### src/rtl/dram_ref_pkg.sv
package dram_ref_pkg;

  typedef enum logic [2:0] {
    PH_IDLE,
    PH_CAS,
    PH_RAS,
    PH_REL,
    PH_PRE
  } phase_e;

  function automatic int pause_cycles(input int us, input int mhz);
    return us * mhz;
  endfunction

  // start-to-start distance of two refreshes issued back to back
  function automatic int slot_cycles(input int lead, input int low, input int pre);
    return lead + low + pre + 2;
  endfunction

endpackage

### src/rtl/dram_ref_pause.sv
module dram_ref_pause #(
  parameter int CYCLES = 20000
) (
  input  logic clk_i,
  input  logic rst_ni,
  output logic expire_o,
  output logic done_o
);
  localparam int PW = $clog2(CYCLES + 1);
  localparam logic [PW-1:0] LAST = PW'(CYCLES - 1);

  logic [PW-1:0] cnt_q;
  logic          done_q;

  assign expire_o = !done_q && (cnt_q == LAST);
  assign done_o   = done_q;

  always_ff @(posedge clk_i) begin
    if (!rst_ni) begin
      cnt_q  <= '0;
      done_q <= 1'b0;
    end else if (expire_o) begin
      done_q <= 1'b1;
    end else if (!done_q) begin
      cnt_q <= cnt_q + 1'b1;
    end
  end
endmodule

### src/rtl/dram_ref_ticker.sv
module dram_ref_ticker #(
  parameter int INTERVAL = 1560
) (
  input  logic clk_i,
  input  logic rst_ni,
  input  logic en_i,
  output logic tick_o
);
  localparam int TW = $clog2(INTERVAL + 1);
  localparam logic [TW-1:0] LAST = TW'(INTERVAL - 1);

  logic [TW-1:0] cnt_q;

  assign tick_o = en_i && (cnt_q == LAST);

  always_ff @(posedge clk_i) begin
    if (!rst_ni || !en_i || tick_o) cnt_q <= '0;
    else                            cnt_q <= cnt_q + 1'b1;
  end
endmodule

### src/rtl/dram_ref_strobe.sv
module dram_ref_strobe
  import dram_ref_pkg::*;
#(
  parameter int CAS_LEAD = 2,
  parameter int RAS_LOW  = 5,
  parameter int PRE_CYC  = 4
) (
  input  logic clk_i,
  input  logic rst_ni,
  input  logic start_i,
  output logic ras_n_o,
  output logic cas_n_o,
  output logic busy_o,
  output logic done_o
);
  localparam int MAXP = (CAS_LEAD > RAS_LOW)
                        ? ((CAS_LEAD > PRE_CYC) ? CAS_LEAD : PRE_CYC)
                        : ((RAS_LOW  > PRE_CYC) ? RAS_LOW  : PRE_CYC);
  localparam int CW = $clog2(MAXP + 1);

  phase_e        ph_q;
  logic [CW-1:0] cnt_q;
  logic          last_w;

  function automatic logic [CW-1:0] phase_lim(input phase_e p);
    case (p)
      PH_CAS:  return CW'(CAS_LEAD - 1);
      PH_RAS:  return CW'(RAS_LOW - 1);
      PH_PRE:  return CW'(PRE_CYC - 1);
      default: return '0;
    endcase
  endfunction

  function automatic phase_e phase_after(input phase_e p);
    case (p)
      PH_CAS:  return PH_RAS;
      PH_RAS:  return PH_REL;
      PH_REL:  return PH_PRE;
      default: return PH_IDLE;
    endcase
  endfunction

  assign last_w  = (cnt_q == phase_lim(ph_q));
  assign cas_n_o = !(ph_q == PH_CAS || ph_q == PH_RAS || ph_q == PH_REL);
  assign ras_n_o = !(ph_q == PH_RAS);
  assign busy_o  = (ph_q != PH_IDLE);
  assign done_o  = (ph_q == PH_PRE) && last_w;

  always_ff @(posedge clk_i) begin
    if (!rst_ni) begin
      ph_q  <= PH_IDLE;
      cnt_q <= '0;
    end else if (ph_q == PH_IDLE) begin
      cnt_q <= '0;
      if (start_i) ph_q <= PH_CAS;
    end else if (last_w) begin
      ph_q  <= phase_after(ph_q);
      cnt_q <= '0;
    end else begin
      cnt_q <= cnt_q + 1'b1;
    end
  end
endmodule

### src/rtl/dram_refresh_seq.sv
module dram_refresh_seq
  import dram_ref_pkg::*;
#(
  parameter int CLK_MHZ      = 100,
  parameter int PAUSE_US     = 200,
  parameter int REF_INTERVAL = 1560,
  parameter int WARMUP_N     = 8,
  parameter int MISS_MAX     = 8,
  parameter int CAS_LEAD     = 2,
  parameter int RAS_LOW      = 5,
  parameter int PRE_CYC      = 4
) (
  input  logic clk_i,
  input  logic rst_ni,
  input  logic grant_i,
  output logic req_o,
  output logic ras_n_o,
  output logic cas_n_o,
  output logic we_n_o,
  output logic ready_o
);
  localparam int PAUSE_CYC = pause_cycles(PAUSE_US, CLK_MHZ);
  localparam int OW        = $clog2(MISS_MAX + 1);
  localparam int WW        = $clog2(WARMUP_N + 1);

  logic          pause_expire_w, pause_done_w;
  logic          tick_w, busy_w, done_w, start_w;
  logic [OW-1:0] owed_q;
  logic [WW-1:0] warm_q;
  logic          ready_q;

  function automatic logic [OW-1:0] owed_next(input logic [OW-1:0] cur,
                                              input logic up, input logic dn);
    logic [OW:0] s;
    s = {1'b0, cur} + {{OW{1'b0}}, up} - {{OW{1'b0}}, dn};
    if (s > (OW+1)'(MISS_MAX)) return OW'(MISS_MAX);
    return s[OW-1:0];
  endfunction

  dram_ref_pause #(.CYCLES(PAUSE_CYC)) u_pause (
    .clk_i   (clk_i),
    .rst_ni  (rst_ni),
    .expire_o(pause_expire_w),
    .done_o  (pause_done_w)
  );

  dram_ref_ticker #(.INTERVAL(REF_INTERVAL)) u_ticker (
    .clk_i (clk_i),
    .rst_ni(rst_ni),
    .en_i  (ready_q),
    .tick_o(tick_w)
  );

  dram_ref_strobe #(.CAS_LEAD(CAS_LEAD), .RAS_LOW(RAS_LOW), .PRE_CYC(PRE_CYC)) u_strobe (
    .clk_i  (clk_i),
    .rst_ni (rst_ni),
    .start_i(start_w),
    .ras_n_o(ras_n_o),
    .cas_n_o(cas_n_o),
    .busy_o (busy_w),
    .done_o (done_w)
  );

  assign start_w = pause_done_w && (owed_q != '0) && grant_i && !busy_w;
  assign req_o   = (owed_q != '0) || busy_w;
  assign we_n_o  = 1'b1;
  assign ready_o = ready_q;

  always_ff @(posedge clk_i) begin
    if (!rst_ni) begin
      owed_q  <= '0;
      warm_q  <= '0;
      ready_q <= 1'b0;
    end else begin
      if (pause_expire_w) owed_q <= OW'(WARMUP_N);
      else                owed_q <= owed_next(owed_q, tick_w, done_w);
      if (!ready_q && done_w) begin
        warm_q <= warm_q + 1'b1;
        if (warm_q == WW'(WARMUP_N - 1)) ready_q <= 1'b1;
      end
    end
  end
endmodule

### config.mk
export PLATFORM = sky130hd
export DESIGN_NAME = dram_refresh_seq
export DESIGN_NICKNAME = d
export VERILOG_FILES = /design/src/rtl/dram_ref_pkg.sv /design/src/rtl/dram_ref_pause.sv /design/src/rtl/dram_ref_ticker.sv /design/src/rtl/dram_ref_strobe.sv /design/src/rtl/dram_refresh_seq.sv
export SDC_FILE = /design/constraint.sdc
export NUM_CORES = 1
export LEC_CHECK = 0
export BUFFER_PORTS_ARGS = -buffer_cell sky130_fd_sc_hd__buf_2
export CAP_MARGIN = 10
export CORE_MARGIN = 2
export CORE_UTILIZATION = 40
export CTS_CLUSTER_DIAMETER = 50
export DETAILED_ROUTE_END_ITERATION = 16
export PLACE_DENSITY_LB_ADDON = 0.05
export SYNTH_ARGS = -nofsm -noshare
export SYNTH_HDL_FRONTEND = slang
export SYNTH_SLANG_ARGS = --single-unit
### constraint.sdc
create_clock -name clk_i -period 6.15 [get_ports clk_i]
set_input_delay 1.23 -clock clk_i [delete_from_list [all_inputs] [get_ports clk_i]]
set_output_delay 1.23 -clock clk_i [all_outputs]
set_load 0.02 [all_outputs]
==> impl_metrics.ini <==
[outcome]
status = completed

[clocking]
cts_setup_buffers = 0
clock_sinks = 42
cts.repair.resized = 0
cts_buffer_depth = 2
tritoncts = built
cts-root-buf = clkbuf_8
clk_latency_ns = 0.29
cts.htree.levels = 2
cts_hold_buf = 0
clkTransAtPathRegs_ns = 0.08
numCtsBuffers = 5

[grt]
grt_pass1_wl_um = 6770
overflow = 0
first_global_vias = 1525
antenna_found_initial = 0
grt_max_degree = 32
grt_use_total_pct = 14.2

[worst_hold_path]
hold_class = flop to flop

[timing]
setup_violations = 0
period_minus_slack_ns = 2.73
fmax_ghz = 0.366
finalCritPeriodShare_pct = 44.4
fin_worst_skew_ns = 0.00661
finalHoldViolCount = 0
slew_headroom_pct = 55.6
worst_slew_pin_slew_ns = 0.665
fin_tns_setup_ns = 0
rsz0062_at_grt = no
drv_slew = 0

[route]
routedWlPerCell_um = 11.5
antenna_left = 0
drc = 0
drt_first_iter_violations = 44
num_vias = 1590
routed_wl_um = 3700
drt_pass1_iterations = 4
drt-vias-per-instance = 4.94

[yosys]
yosysSeqAreaShare_pct = 39.1
yosys_warnings = 0
syn_area_mm2 = 0.00215
async_reset_ff_share_pct = 0
synth-seq-cells = 42
syn_nets = 262
syn_inst = 248
synth_cell_types = 38
synthFlopType = dfxtp_1
synth-edff-count = 0
avgSynthCellArea_um2 = 8.66

[setup_path]
critPathSlowestCell = dfxtp_1
path_delay_family = simple AND/OR/NAND/NOR gates
slowest_delay_ns = 0.48
worstPathArrival_ns = 2.92
path_class = flop to flop
crit_buf_inv = 3
required_ns = 6.34
cp_max_fo = 9
critical_path.cell_chain = nor2b_1 -> nand3_1 -> inv_1 -> ha_1 -> inv_1 -> ha_1 -> inv_1 -> fa_1 -> nand2b_1 -> a21oi_1 -> or3_1 -> nand3_1 -> o21a_1
startpoint_type = flop
cp-end-kind = flop
timing.critical_path.mode_cell = inv_1

[finish]
syn_to_final_growth_pct = 8.68
fin_nets = 265
final_area_mm2 = 0.00233
final_layout_size_suffix_gt1_share_pct = 5.56
instances_no_fill = 322
antennaDiodeCount = 0

[floorplan]
die-area_mm2 = 0.00597
die_h_um = 77.3
ioPinCount = 8
core_mm2 = 0.00514
rows = 26
start_util_pct = 41.8
dieWidth_um = 77.3

[power_and_ir_drop]
powerDensity_mw_per_mm2 = 216
combPwrFrac_pct = 2.5
power.static_leakage_nw = 0.928
p_sw_uw = 104
total_power_uw = 503
internal_power_uw = 400
p_clk_share_pct = 42.8
sw_frac_of_total_pct = 20.6
ir_drop_uv = 125
p_seq_share_pct = 54.7

[job]
drv_cap = 0

[placed_design]
dp_hpwl_um = 2620
io_buffer_count = 6
dp.cells = 314
gp_congestion = 0.756
place_area_mm2 = 0.00222
path summary, 6_finish.rpt:
path	startpoint	cells past startpoint	slack, ns	endpoint
max	u_strobe.ph_q[2]$_SDFFE_PN0P_	13	3.42	owed_q[3]$_SDFF_PN0_
min	u_ticker.cnt_q[0]$_SDFF_PP0_	1	0.46	u_ticker.cnt_q[0]$_SDFF_PP0_
max reg2reg	u_strobe.ph_q[2]$_SDFFE_PN0P_	13	3.42	owed_q[3]$_SDFF_PN0_
min reg2reg	u_ticker.cnt_q[0]$_SDFF_PP0_	1	0.46	u_ticker.cnt_q[0]$_SDFF_PP0_
synth_stat cells, types with 2 or more instances:
master / count / area [µm²]
ha_1: 10 / 125
nand2_1: 16 / 60.1
nand4b_1: 2 / 17.5
nand3_1: 16 / 80.1
nor3b_1: 4 / 30.0
a21boi_0: 3 / 22.5
dfxtp_1: 42 / 841
inv_1: 15 / 56.3
nor3_1: 5 / 25.0
clkbuf_1: 9 / 33.8
nor4bb_1: 2 / 20.0
mux2i_1: 2 / 20.0
nor2_1: 23 / 86.3
and2_1: 15 / 93.8
nor4b_1: 2 / 17.5
a21oi_1: 2 / 10.0
o21ai_0: 8 / 40.0
xnor2_1: 12 / 105
xor2_1: 13 / 114
and3_1: 7 / 43.8
nand4_1: 6 / 37.5
o21a_1: 5 / 37.5
nand2b_1: 3 / 18.8
o21bai_1: 2 / 15.0
or3_1: 3 / 18.8
nor2b_1: 9 / 56.3
stage by stage:
step           util [%]  hold slack [ns]  setup WS, ns
2_1_floorplan         -            0.418          3.61
3_3_place_gp       43.3            0.436          3.55
3_5_place_dp       43.3            0.442          3.47
4_1_cts            45.4            0.460          3.43
5_1_grt            45.4            0.485          3.19
6_report           45.4            0.456          3.42
area by class of cell:
cell class,count,area [µm²]
well taps,70,87.6
fillers,564,2810
inverters,15,56.3
clock inverters,2,37.5
flip-flops and latches,42,841
clock buffers,6,72.6
multi-input cells,181,1210
repair buffers,6,30.0
logic make-up (layout without fill, tap and decap cells):
| logic type | after synthesis | after routing | share of synthesized area [%] |
|---|---|---|---|
| AOI/OAI and AO/OA | 23 | 23 | 6.81 |
| xor gates and xnor gates | 25 | 25 | 10.2 |
| adders and majority gates | 12 | 12 | 7.22 |
| buffers and inverters | 25 | 29 | 4.54 |
| DFF | 42 | 42 | 39.1 |
| muxes | 2 | 2 | 0.932 |
| other | 1 | 1 | 0.175 |
| and+or+nand+nor | 118 | 118 | 31.0 |
power groups by stage:
stage | registers [mW] | logic, mW | clock network, mW
floorplan | 0.281 | 0.0101 | 0
global placement | 0.282 | 0.0124 | 0
detailed placement | 0.282 | 0.0126 | 0
CTS | 0.275 | 0.0127 | 0.225
global route | 0.276 | 0.0145 | 0.242
finish | 0.275 | 0.0124 | 0.216
layer usage:
metal  routed length, µm  track usage [%]  vias to the layer above  part of all wire (%)
met5                   0                0                        -                     0
met4                  48             5.89                        0                   1.3
met3                 120             3.53                        4                   3.2
met2                1520             20.9                       12                    41
met1                2010             19.7                      739                    54
li1                    -                -                      835                     -
cells in the final DEF (no fill, tap or decap), drive strengths merged, types with 6 or more instances in the layout:
cell    Yosys  layout
and2       15      15
and3        7       7
buf         1       6
clkbuf      9       6
dfxtp      42      42
ha         10      10
inv        15      15
nand2      16      16
nand3      16      16
nand4       6       6
nor2       23      23
nor2b       9       9
o21ai       8       8
xnor2      12      12
xor2       13      13
sequential cells by signal, summed over array words and instances (netlist names):
signal	flops
u_pause.cnt_q	15
u_ticker.cnt_q	11
owed_q	4
warm_q	4
u_strobe.cnt_q	3
u_strobe.ph_q	3
ready_o	1
u_pause.done_o	1
Note: power is estimated with default switching activity, not from simulation.
